$ cat config.mk
export PLATFORM = sky130hd
export DESIGN_NAME = sadc_target_if
export DESIGN_NICKNAME = d
export VERILOG_FILES = /design/src/rtl/sadc_pkg.sv /design/src/rtl/sadc_edges.sv /design/src/rtl/sadc_frame.sv /design/src/rtl/sadc_power.sv /design/src/rtl/sadc_target_if.sv
export SDC_FILE = /design/constraint.sdc
export NUM_CORES = 1
export LEC_CHECK = 0
export BUFFER_PORTS_ARGS = -buffer_cell sky130_fd_sc_hd__buf_2
export CAP_MARGIN = 10
export CORE_MARGIN = 2
export CORE_UTILIZATION = 40
export DETAILED_ROUTE_END_ITERATION = 10
export HOLD_SLACK_MARGIN = 0.08
export PLACE_DENSITY = 0.69
export SLEW_MARGIN = 20
export SYNTH_ARGS = -nofsm -noshare
export SYNTH_HDL_FRONTEND = slang
export SYNTH_SLANG_ARGS = --single-unit
$ cat constraint.sdc
create_clock -name clk -period 3.7 [get_ports clk]
set_clock_uncertainty 0.15 [all_clocks]
set_input_delay 0.37 -clock clk [delete_from_list [all_inputs] [get_ports clk]]
set_output_delay 0.37 -clock clk [all_outputs]
set_load 0.05 [all_outputs]
$ cat src/rtl/sadc_pkg.sv
package sadc_pkg;

    parameter int unsigned DATA_W   = 12;
    parameter int unsigned LEAD_Z   = 4;
    parameter int unsigned WORD_W   = DATA_W + LEAD_Z;
    parameter int unsigned CNT_W    = $clog2(WORD_W + 1);
    parameter int unsigned SLEEP_LO = 2;
    parameter int unsigned SLEEP_HI = 9;
    parameter int unsigned WAKE_AT  = 11;
    parameter int unsigned ACQ_AT   = 13;

    typedef enum logic [1:0] {
        PWR_ON   = 2'd0,
        PWR_OFF  = 2'd1,
        PWR_WAKE = 2'd2
    } pwr_e;

    typedef struct packed {
        logic cs_fall;
        logic cs_rise;
        logic sc_fall;
        logic sc_rise;
    } ev_t;

    function automatic logic [WORD_W-1:0] frame_word(input logic [DATA_W-1:0] d);
        return {{LEAD_Z{1'b0}}, d};
    endfunction

endpackage

$ cat src/rtl/sadc_edges.sv
module sadc_edges #(
    parameter int unsigned N = 2
) (
    input  logic         clk,
    input  logic         rst,
    input  logic [N-1:0] lvl,
    output logic [N-1:0] fall,
    output logic [N-1:0] rise
);
    logic [N-1:0] prev_q;

    for (genvar g = 0; g < N; g++) begin : g_line
        always_ff @(posedge clk) begin
            if (rst) prev_q[g] <= 1'b1;
            else     prev_q[g] <= lvl[g];
        end
        assign fall[g] = prev_q[g] & ~lvl[g];
        assign rise[g] = ~prev_q[g] & lvl[g];
    end
endmodule

$ cat src/rtl/sadc_frame.sv
module sadc_frame
    import sadc_pkg::*;
(
    input  logic              clk,
    input  logic              rst,
    input  ev_t               ev,
    input  logic              pwr_on,
    input  logic [DATA_W-1:0] data,
    output logic              in_frame,
    output logic [CNT_W-1:0]  fall_cnt,
    output logic              sdo,
    output logic              sdo_oe,
    output logic              strobe,
    output logic              acq,
    output logic              valid
);
    localparam logic [CNT_W-1:0] LAST_M1 = CNT_W'(WORD_W - 1);
    localparam logic [CNT_W-1:0] ACQ_C   = CNT_W'(ACQ_AT);

    logic [WORD_W-1:0] sh_q;

    always_ff @(posedge clk) begin
        if (rst) begin
            in_frame <= 1'b0;
            fall_cnt <= '0;
            sh_q     <= '0;
            sdo_oe   <= 1'b0;
            strobe   <= 1'b0;
            acq      <= 1'b1;
            valid    <= 1'b0;
        end else begin
            strobe <= ev.cs_fall;
            if (ev.cs_fall) begin
                in_frame <= 1'b1;
                fall_cnt <= '0;
                sh_q     <= frame_word(data);
                sdo_oe   <= 1'b1;
                acq      <= 1'b0;
                valid    <= acq & pwr_on;
            end else if (ev.cs_rise) begin
                in_frame <= 1'b0;
                sdo_oe   <= 1'b0;
            end else if (in_frame) begin
                if (ev.sc_fall) begin
                    fall_cnt <= fall_cnt + 1'b1;
                    sh_q     <= {sh_q[WORD_W-2:0], 1'b0};
                    if (fall_cnt == LAST_M1) begin
                        sdo_oe   <= 1'b0;
                        in_frame <= 1'b0;
                    end
                end
                if (ev.sc_rise && fall_cnt >= ACQ_C) acq <= 1'b1;
            end
        end
    end

    assign sdo = sh_q[WORD_W-1];
endmodule

$ cat src/rtl/sadc_power.sv
module sadc_power
    import sadc_pkg::*;
#(
    parameter int unsigned WAKE_CYC = 100
) (
    input  logic             clk,
    input  logic             rst,
    input  ev_t              ev,
    input  logic             in_frame,
    input  logic [CNT_W-1:0] fall_cnt,
    output pwr_e             state
);
    localparam int unsigned      TMR_W  = $clog2(WAKE_CYC + 1);
    localparam logic [TMR_W-1:0] TMR_LIM = TMR_W'(WAKE_CYC);
    localparam logic [CNT_W-1:0] LO_C   = CNT_W'(SLEEP_LO);
    localparam logic [CNT_W-1:0] HI_C   = CNT_W'(SLEEP_HI);
    localparam logic [CNT_W-1:0] WK_M1  = CNT_W'(WAKE_AT - 1);

    logic [TMR_W-1:0] tmr_q;
    logic             abort, sleep_req, wake_req, tmr_done;

    assign abort     = ev.cs_rise & in_frame;
    assign sleep_req = abort && fall_cnt >= LO_C && fall_cnt <= HI_C;
    assign wake_req  = in_frame & ev.sc_fall & ~ev.cs_rise & (fall_cnt == WK_M1);
    assign tmr_done  = tmr_q >= TMR_LIM;

    always_ff @(posedge clk) begin
        if (rst) begin
            state <= PWR_ON;
            tmr_q <= '0;
        end else if (sleep_req) begin
            state <= PWR_OFF;
            tmr_q <= '0;
        end else begin
            unique case (state)
                PWR_OFF: begin
                    if (ev.cs_fall)                    tmr_q <= TMR_W'(1);
                    else if (abort)                    tmr_q <= '0;
                    else if (tmr_q != '0 && !tmr_done) tmr_q <= tmr_q + 1'b1;
                    if (wake_req) state <= PWR_WAKE;
                end
                PWR_WAKE: begin
                    if (!tmr_done) tmr_q <= tmr_q + 1'b1;
                    else           state <= PWR_ON;
                end
                default: tmr_q <= '0;
            endcase
        end
    end
endmodule

$ cat src/rtl/sadc_target_if.sv
module sadc_target_if
    import sadc_pkg::*;
#(
    parameter int unsigned CLK_KHZ = 100000,
    parameter int unsigned WAKE_NS = 1000
) (
    input  logic              clk,
    input  logic              rst,
    input  logic              cs_n,
    input  logic              sclk,
    input  logic [DATA_W-1:0] conv_data,
    output logic              sdo,
    output logic              sdo_oe,
    output logic              sample_strobe,
    output logic              acquiring,
    output logic              powered_down,
    output logic              word_valid
);
    localparam int unsigned WAKE_CYC = (CLK_KHZ * WAKE_NS) / 1000000;

    logic [1:0]       fall_v, rise_v;
    ev_t              ev;
    logic             in_frame;
    logic [CNT_W-1:0] fall_cnt;
    pwr_e             pstate;

    sadc_edges #(.N(2)) u_edges (
        .clk (clk),
        .rst (rst),
        .lvl ({sclk, cs_n}),
        .fall(fall_v),
        .rise(rise_v)
    );

    assign ev = '{cs_fall: fall_v[0], cs_rise: rise_v[0],
                  sc_fall: fall_v[1], sc_rise: rise_v[1]};

    sadc_frame u_frame (
        .clk     (clk),
        .rst     (rst),
        .ev      (ev),
        .pwr_on  (pstate == PWR_ON),
        .data    (conv_data),
        .in_frame(in_frame),
        .fall_cnt(fall_cnt),
        .sdo     (sdo),
        .sdo_oe  (sdo_oe),
        .strobe  (sample_strobe),
        .acq     (acquiring),
        .valid   (word_valid)
    );

    sadc_power #(.WAKE_CYC(WAKE_CYC)) u_power (
        .clk     (clk),
        .rst     (rst),
        .ev      (ev),
        .in_frame(in_frame),
        .fall_cnt(fall_cnt),
        .state   (pstate)
    );

    assign powered_down = (pstate != PWR_ON);
endmodule

; ---- Word level (Yosys, flattened, before mapping)
; Cells that the tools add are included.
; Widths: inputs -> output; s select.
[totals]
regBits = 37
out_inout_bits = 6
[op_classes]
n_addsub = 2
order_cmp = 4
n_eq_ne = 11
n_mux = 27
bitwise = 14
n_reduce_logical = 25
[op_table]
columns = cell, count
row1 = $mux 12, 4
row2 = $mux 7, 4
row3 = $reduce_and 3->1, 6
row4 = $mux 1, 15
row5 = $pmux 7 s2, 1
row6 = $reduce_bool 3->1, 4
row7 = $eq 5x4->1 const B, 2
row8 = $reduce_bool 2->1, 5
row9 = $and 1x1->1, 9
row10 = $add 7x1->7 const B, 1
row11 = $ge 7x7->1 const B, 1
row12 = $reduce_bool 7->1, 1
row13 = $ne 3x1->1 const B, 2
row14 = $add 5x1->5 const B, 1
row15 = $ge 5x2->1 const B, 1
row16 = $ge 5x4->1 const B, 1
row17 = $le 5x4->1 const B, 1
row18 = $not 1->1, 5
row19 = $logic_and 1x1->1, 4
row20 = $mux 2, 2
row21 = $ne 2x1->1 const B, 2
row22 = $ne 2x2->1 const B, 2
row23 = $ne 4x2->1 const B, 1
row24 = $pmux 2 s2, 1
row25 = other kinds (6), 7

; ---- Longest topological paths before layout
; Gate-level depths: netlist of run 1.
[logic_depth]
depth_word = 8
depth_mapped = 8
ltp_nobuf = 7

; ---- Modules after synthesis
; Synthesis of run 1 repeated with hierarchy kept, for this count alone.
[unflattened]
cells_unflattened = 224
hier_area_um2 = 1911.8
[modules_own_cells]
columns = mod, n_inst, cells_per_inst, area_per_inst_um2
row1 = sadc_frame, 1, 134, 1176.1
row2 = sadc_power, 1, 80, 645.6
row3 = sadc_edges, 1, 8, 80.1
row4 = sadc_target_if, 1, 2, 10.0

; ---- Worst setup path before layout of run 1
; No wires, ideal clock.
[synth_timing]
path_type = in2reg
start = input cs_n
end = register u_power.tmr_q[2]
arrival_ns = 1.531
setup_slack_ns = 1.901
stages = 8
n_path_buf = 1
path_cell_list = inv_1 > ha_1 > buf_4 > inv_2 > and4_1 > a21oi_4 > and3_4 > a32o_2
[synth_rtl]
columns = element, line
row1 = from (decl), sadc_target_if.sv:9  ; input logic cs_n,
row2 = $not 1->1 (*), sadc_edges.sv:17  ; assign fall[g] = prev_q[g] & ~lvl[g];
row3 = $and 1x1->1 (*), sadc_edges.sv:17
row4 = via fall_v[0], sadc_target_if.sv:21  ; logic [1:0] fall_v, rise_v;
row5 = $ne 4x2->1 (no source line) / $mux 7 (equally long branches), --
row6 = $reduce_and 2->1 (no source line) / $pmux 7 s2 (equally long branches), --
row7 = to (signal assigned), sadc_power.sv:39  ; else if (tmr_q != '0 && !tmr_done) tmr_q <= tmr_q + 1'b1;
row8 = to (signal assigned), sadc_power.sv:43  ; if (!tmr_done) tmr_q <= tmr_q + 1'b1;
row9 = to (decl), sadc_power.sv:19  ; logic [TMR_W-1:0] tmr_q;
; Mark *: on every way through the listed nets, which the timed path passes. The rest lies on a longest branch.
; A chain may end at the register's enable or synchronous reset.

; ---- Final worst setup path of run 1
[layout_timing]
start = register u_edges.prev_q[0]
end = register u_power.tmr_q[1]
[layout_rtl]
columns = element, line
row1 = from (decl), sadc_edges.sv:10  ; logic [N-1:0] prev_q;
row2 = "from (signal, indexed assignment)", sadc_edges.sv:15  ; else prev_q[g] <= lvl[g];
row3 = $and 1x1->1 (*), sadc_edges.sv:17
row4 = via fall_v[0], sadc_target_if.sv:21
row5 = $ne 4x2->1 (no source line) / $mux 7 (equally long branches), --
row6 = $reduce_and 2->1 (no source line) / $pmux 7 s2 (equally long branches), --
; Marks and branches as above.

==> impl_metrics.json, run 1 <==
{
  "synth_enable_flop_cells": 0,
  "post-cts-setup-buffers": 0,
  "yosysSeqAreaShare": 0.397,
  "cts_tree": "yes",
  "die_w_um": 72.3,
  "synth-main-ff-cell": "dfxtp_1",
  "wl_per_cell_um": 12.6,
  "placed_area_um2": 2010,
  "yosys-top-cells-area": "dfxtp_1 40%, ha_1 8.0%, mux2i_1 8.0%",
  "worstSetupEndpointType": "register",
  "num_rows": 24,
  "nFillCells": 415,
  "rsz0062_at_grt": "false",
  "synth_seq_cells": 37,
  "clock.fmax_mhz": 463,
  "coreArea_um2": 4410,
  "leakage_nw": 0.866,
  "syn-num-nets": 230,
  "synthArstFlopShare": 0,
  "dp_hpwl_um": 2510,
  "final_nets": 251,
  "fin_crit_ps": 2160,
  "drc": 0,
  "antenna_found_initial": 0,
  "design_area_um2": 2090,
  "yosys.area.top_type_share": 0.397,
  "yosysUniqueCellTypes": 47,
  "dr.pass1.iters": 4,
  "syn_inst": 202,
  "fin_tns_setup_ps": 0,
  "clock-root-buffer": "clkbuf_8",
  "htreeDepth": 2,
  "slew_headroom": 0.495,
  "arrival_ps": 2240,
  "grt_pass1_wl_um": 6420,
  "peakVddDrop_mv": 0.259,
  "place_ws_ps": 1310,
  "cts_made_buffers": 5,
  "first_iter_violations": 65,
  "setup_ws_ps": 1540,
  "power_density_nw_per_um2": 399,
  "grtUsageTotal": 0.156,
  "synth_warnings": 0,
  "io_pins": 22,
  "drv_slew": 0,
  "port-buffer-count": 21,
  "hold_class": "primary input to register",
  "cp.required_ps": 3780,
  "gp_congestion": 0.830,
  "cts_hold_buf": 0,
  "crit_fanout": 11,
  "tightestPinTransition_ps": 757,
  "grt-ovfl-total": 0,
  "drive_gt1_frac": 0.175,
  "fin_crit_sh": 0.584,
  "ys_top_cells_by_count": "37 x dfxtp_1, 27 x nor2_1, 15 x mux2i_1",
  "finalWirelength_um": 3470,
  "startpoint_type": "register",
  "num_vias": 1440,
  "syn_avg_cell_area_um2": 9.25,
  "postRouteAntennaNets": 0,
  "post_cts_resized": 0,
  "clock_latency_ps": 290,
  "grt_max_degree": 24,
  "outcome": "finished, final reports clean",
  "initial_utilization": 0.423,
  "dieArea_um2": 5230,
  "cts_buffer_depth": 2,
  "grt_pass1_vias": 1401,
  "cts.sink_count": 37,
  "syn_area_um2": 1870,
  "synth_top_area_cell": "dfxtp_1",
  "critical_path_class": "register to register",
  "hold_viol": 0,
  "max_cap_violations": 0,
  "vias_per_cell": 5.24,
  "diodes": 0,
  "fp.dieH_um": 72.3,
  "area_delta_synth_final_pct": 12.1,
  "finalSetupViolCount": 0,
  "cts.clk_slew.worst_paths_ps": 70,
  "synth_most_common_cell": "dfxtp_1"
}
## final cells by class
type	instances	area, um^2	share of cell area
clock buffer	7	86.3	0.0412
timing repair buffer	22	113	0.0538
tap	52	65.1	0.0311
multi-input combinational	144	1040	0.497
inverter	13	48.8	0.0233
sequential	37	741	0.354
## power by group
| group | internal, mW | switching (mW) | leakage [nW] |
|---|---|---|---|
| registers | 0.418 | 0.0130 | 0.303 |
| logic | 0.0460 | 0.0728 | 0.519 |
| clock network | 0.148 | 0.138 | 0.0443 |
| total | 0.612 | 0.223 | 0.866 |
## kinds of logic (layout without fill, tap and decap cells)
logic type,count (synthesis),count (layout),share of synthesized area
and+or+nand+nor,66,66,0.185
AOI/OAI and AO/OA,46,46,0.186
DFF,37,37,0.397
buffers and inverters,21,42,0.0469
muxes,16,16,0.0864
adders and majority gates,12,12,0.0804
xor gates and xnor gates,4,4,0.0188
## path summary, 6_finish.rpt
check / to / from / depth (start not counted) / slack [ps]
max: u_power.tmr_q[1] / u_edges.prev_q[0] / 7 / 1540
min: u_edges.prev_q[0] / cs_n / 2 / 180
max reg2reg: u_power.tmr_q[1] / u_edges.prev_q[0] / 7 / 1540
min reg2reg: u_frame.valid / u_frame.valid / 2 / 320
## worst max-delay path, stage by stage, from the launching register on
cell,delay [ps]
dfxtp_1,330
ha_1,340
buf_4,280
inv_2,90
a21o_1,230
a21oi_4,260
mux2_1,350
nor2_1,80
## metrics by stage
step	cells	power (mW)	hold WS, ps	utilization
finish	275	0.835	175	0.474
global placement	268	0.559	319	0.455
detailed placement	268	0.560	316	0.455
floorplan	202	0.531	299	-
global route	275	0.873	185	0.474
CTS	275	0.842	173	0.474
## layer usage
metal	track usage	up-vias	wire, um
met5	0	-	0
met3	0.0292	8	105
li1	-	763	-
met4	0.0901	0	78
met2	0.226	27	1530
met1	0.214	642	1760
## placed cells by master, fill, tap and decap left out, types with 2 or more instances in the layout
master,synthesis,final
dfxtp_1,37,37
nand4_1,2,2
o21ai_0,3,3
buf_2,4,21
or2_2,3,3
nor3_1,3,3
a21oi_1,8,8
nor2_1,27,27
a32o_1,2,2
nand3_1,4,4
o21ai_1,3,3
ha_1,12,12
nand3b_1,3,3
xnor2_1,2,2
a211oi_1,14,14
clkbuf_8,0,6
and3_1,4,4
inv_1,12,12
nand2_1,9,9
nor3b_1,4,4
mux2i_1,15,15
xor2_1,2,2
a21o_1,2,2
## state kept, by name, summed over array words and instances (netlist names)
signal	flops
u_power.state	2
u_frame.strobe	1
u_frame.acq	1
u_frame.fall_cnt	5
u_power.tmr_q	7
u_frame.valid	1
u_frame.in_frame	1
u_frame.sh_q	16
u_frame.sdo_oe	1
u_edges.prev_q	2
(Power assumes the default switching activity.)
==> inputs of run 2 (changes only) <==
Clock period 3.7 ns to 2.1 ns, I/O delays scaled along.
==> run 2 against run 1 <==
Compared with the run above:
- flip-flop and latch count is the same
- die area unchanged
- non-clock buffer count grew 8
- register-to-register slack got worse by 1400 ps
- wire length grew 6.5%
- sequential share of layout area down 1.5 points
- sequential power up 76%
- critical endpoint is now u_power.tmr_q[2]
- cell area rose by 4.7%
- worst setup slack got worse by 1500 ps
- clock-buffer cell count unchanged
- power grew 77%
==> impl_metrics.json, run 2 (synthesized netlist as in run 1, its figures left out) <==
{
  "outcome": "finished, final reports clean",
  "io_pins": 22,
  "clock-root-buffer": "clkbuf_8",
  "fin_tns_setup_ps": 0,
  "cp_cell_sequence": "dlygate4sd3_1, buf_2, ha_2, a21boi_2, and4_4, a21oi_4, and3_4, a32o_2",
  "finalWirelength_um": 3700,
  "grtUsageTotal": 0.155,
  "leakage_nw": 0.907,
  "drive_gt1_frac": 0.221,
  "startpoint_type": "primary input",
  "dr.pass1.iters": 4,
  "slew_headroom": 0.697,
  "grt_pass1_vias": 1474,
  "layout_common_cells": "36 x dfxtp_1, 27 x nor2_1, 21 x buf_2",
  "worstSetupEndpointType": "register",
  "initial_utilization": 0.423,
  "drv_slew": 0,
  "htreeDepth": 2,
  "final_core_utilization": 0.497,
  "cp.required_ps": 2130,
  "max_cap_violations": 0,
  "final_common_cell": "dfxtp_1",
  "cts.clk_slew.worst_paths_ps": 70,
  "rsz0062_at_grt": "true",
  "cts_buffer_depth": 2,
  "antenna_found_initial": 0,
  "num_vias": 1507,
  "vias_per_cell": 5.33,
  "fin_crit_ps": 2030,
  "worst-path-buf-inv": 2,
  "grt_max_degree": 24,
  "cts.sink_count": 37,
  "hold_class": "primary input to register",
  "largestRegisters": "u_frame.sh_q x16, u_power.tmr_q x7, u_frame.fall_cnt x5",
  "cts_made_buffers": 5,
  "r2r_slack_ps": 140,
  "wl_per_cell_um": 13.1,
  "power_density_nw_per_um2": 676,
  "dp_hpwl_um": 2650,
  "cts_tree": "yes",
  "gp_congestion": 0.802,
  "clock.fmax_mhz": 492,
  "area_delta_synth_final_pct": 17.3,
  "power.total_mw": 1.48,
  "die_w_um": 72.3,
  "timing.hold.ws_ps": 120,
  "drc": 0,
  "placed_area_um2": 2030,
  "grt_pass1_wl_um": 6470,
  "clock_latency_ps": 280,
  "slowest_stage": "dlygate4sd3_1",
  "final_nets": 259,
  "num_rows": 24,
  "max_stage_delay_ps": 530,
  "port-buffer-count": 21,
  "critical-path-top-delay-family": "buffers and inverters",
  "diodes": 0,
  "postRouteAntennaNets": 0,
  "fp.dieH_um": 72.3,
  "design_area_um2": 2190,
  "top_register": "u_frame.sh_q",
  "arrival_ps": 2060,
  "fin_crit_sh": 0.969,
  "largest_reg_flops": 16,
  "peakVddDrop_mv": 0.492,
  "nFillCells": 410,
  "tightestPinTransition_ps": 442,
  "hold_viol": 0,
  "critical_path_class": "primary input to register",
  "grt-ovfl-total": 0,
  "first_iter_violations": 99,
  "coreArea_um2": 4410,
  "finalSetupViolCount": 0,
  "crit_fanout": 6,
  "dieArea_um2": 5230
}
[run 2: cell count changes in the layout (fill, tap and decap cells not counted), sizes merged]
cell | previous run | this run
buf | 22 | 27
dlygate4sd3 | 0 | 3
[run 2: worst paths after layout]
kind,end,depth (start not counted),from
worst max-delay path,u_power.tmr_q[2],8,cs_n
worst min-delay path,u_frame.sh_q[9],3,conv_data[9]
worst max register to register,u_power.tmr_q[2],7,u_frame.fall_cnt[1]
worst min register to register,u_frame.valid,2,u_frame.valid
[run 2: layout make-up]
cell class / instances / area [um^2] / share of cell area
timing repair buffer: 30 / 180 / 0.0822
inverter: 13 / 48.8 / 0.0223
multi-input combinational: 144 / 1070 / 0.488
clock buffer: 7 / 86.3 / 0.0394
sequential: 37 / 742 / 0.338
tap: 52 / 65.1 / 0.0297
[run 2: where the power goes]
group,internal (mW),switching (mW)
registers,0.737,0.0229
logic,0.0945,0.134
clock network,0.260,0.233
total,1.09,0.390
[run 2: layer usage]
layer  vias to the layer above  track usage  share of wire  wire [um]
li1                        779            -              -          -
met4                         0       0.0629          0.012         46
met2                        32        0.248           0.46       1710
met1                       690        0.195           0.47       1750
met3                         6       0.0472          0.054        198
met5                         -            0              0          0
[run 2: metrics by stage]
| stage | std cells | worst slack (ps) |
|---|---|---|
| final | 283 | 66.0 |
| after global routing | 283 | -14.3 |
| after CTS | 281 | 23.6 |
| after detailed placement | 271 | 176 |
| after global placement | 271 | 239 |
| after floorplan | 202 | 333 |
[run 2: worst register-to-register path: stages (launching register included)]
cell and delay [ps]:
dfxtp_1 480, inv_1 90, ha_1 200, o21ba_1 200, a21oi_1 110, a21o_2 290
nor3b_1 240, a32o_2 150
[run 2: repair_timing]
item / 4_1_cts / 5_1_grt
buffers inserted: 0 / 2
setup endpoints to repair: 0 / 6
endpoints found under the hold margin: 3 / 0
hold buffers: 3 / 0
gates resized for setup: 0 / 8
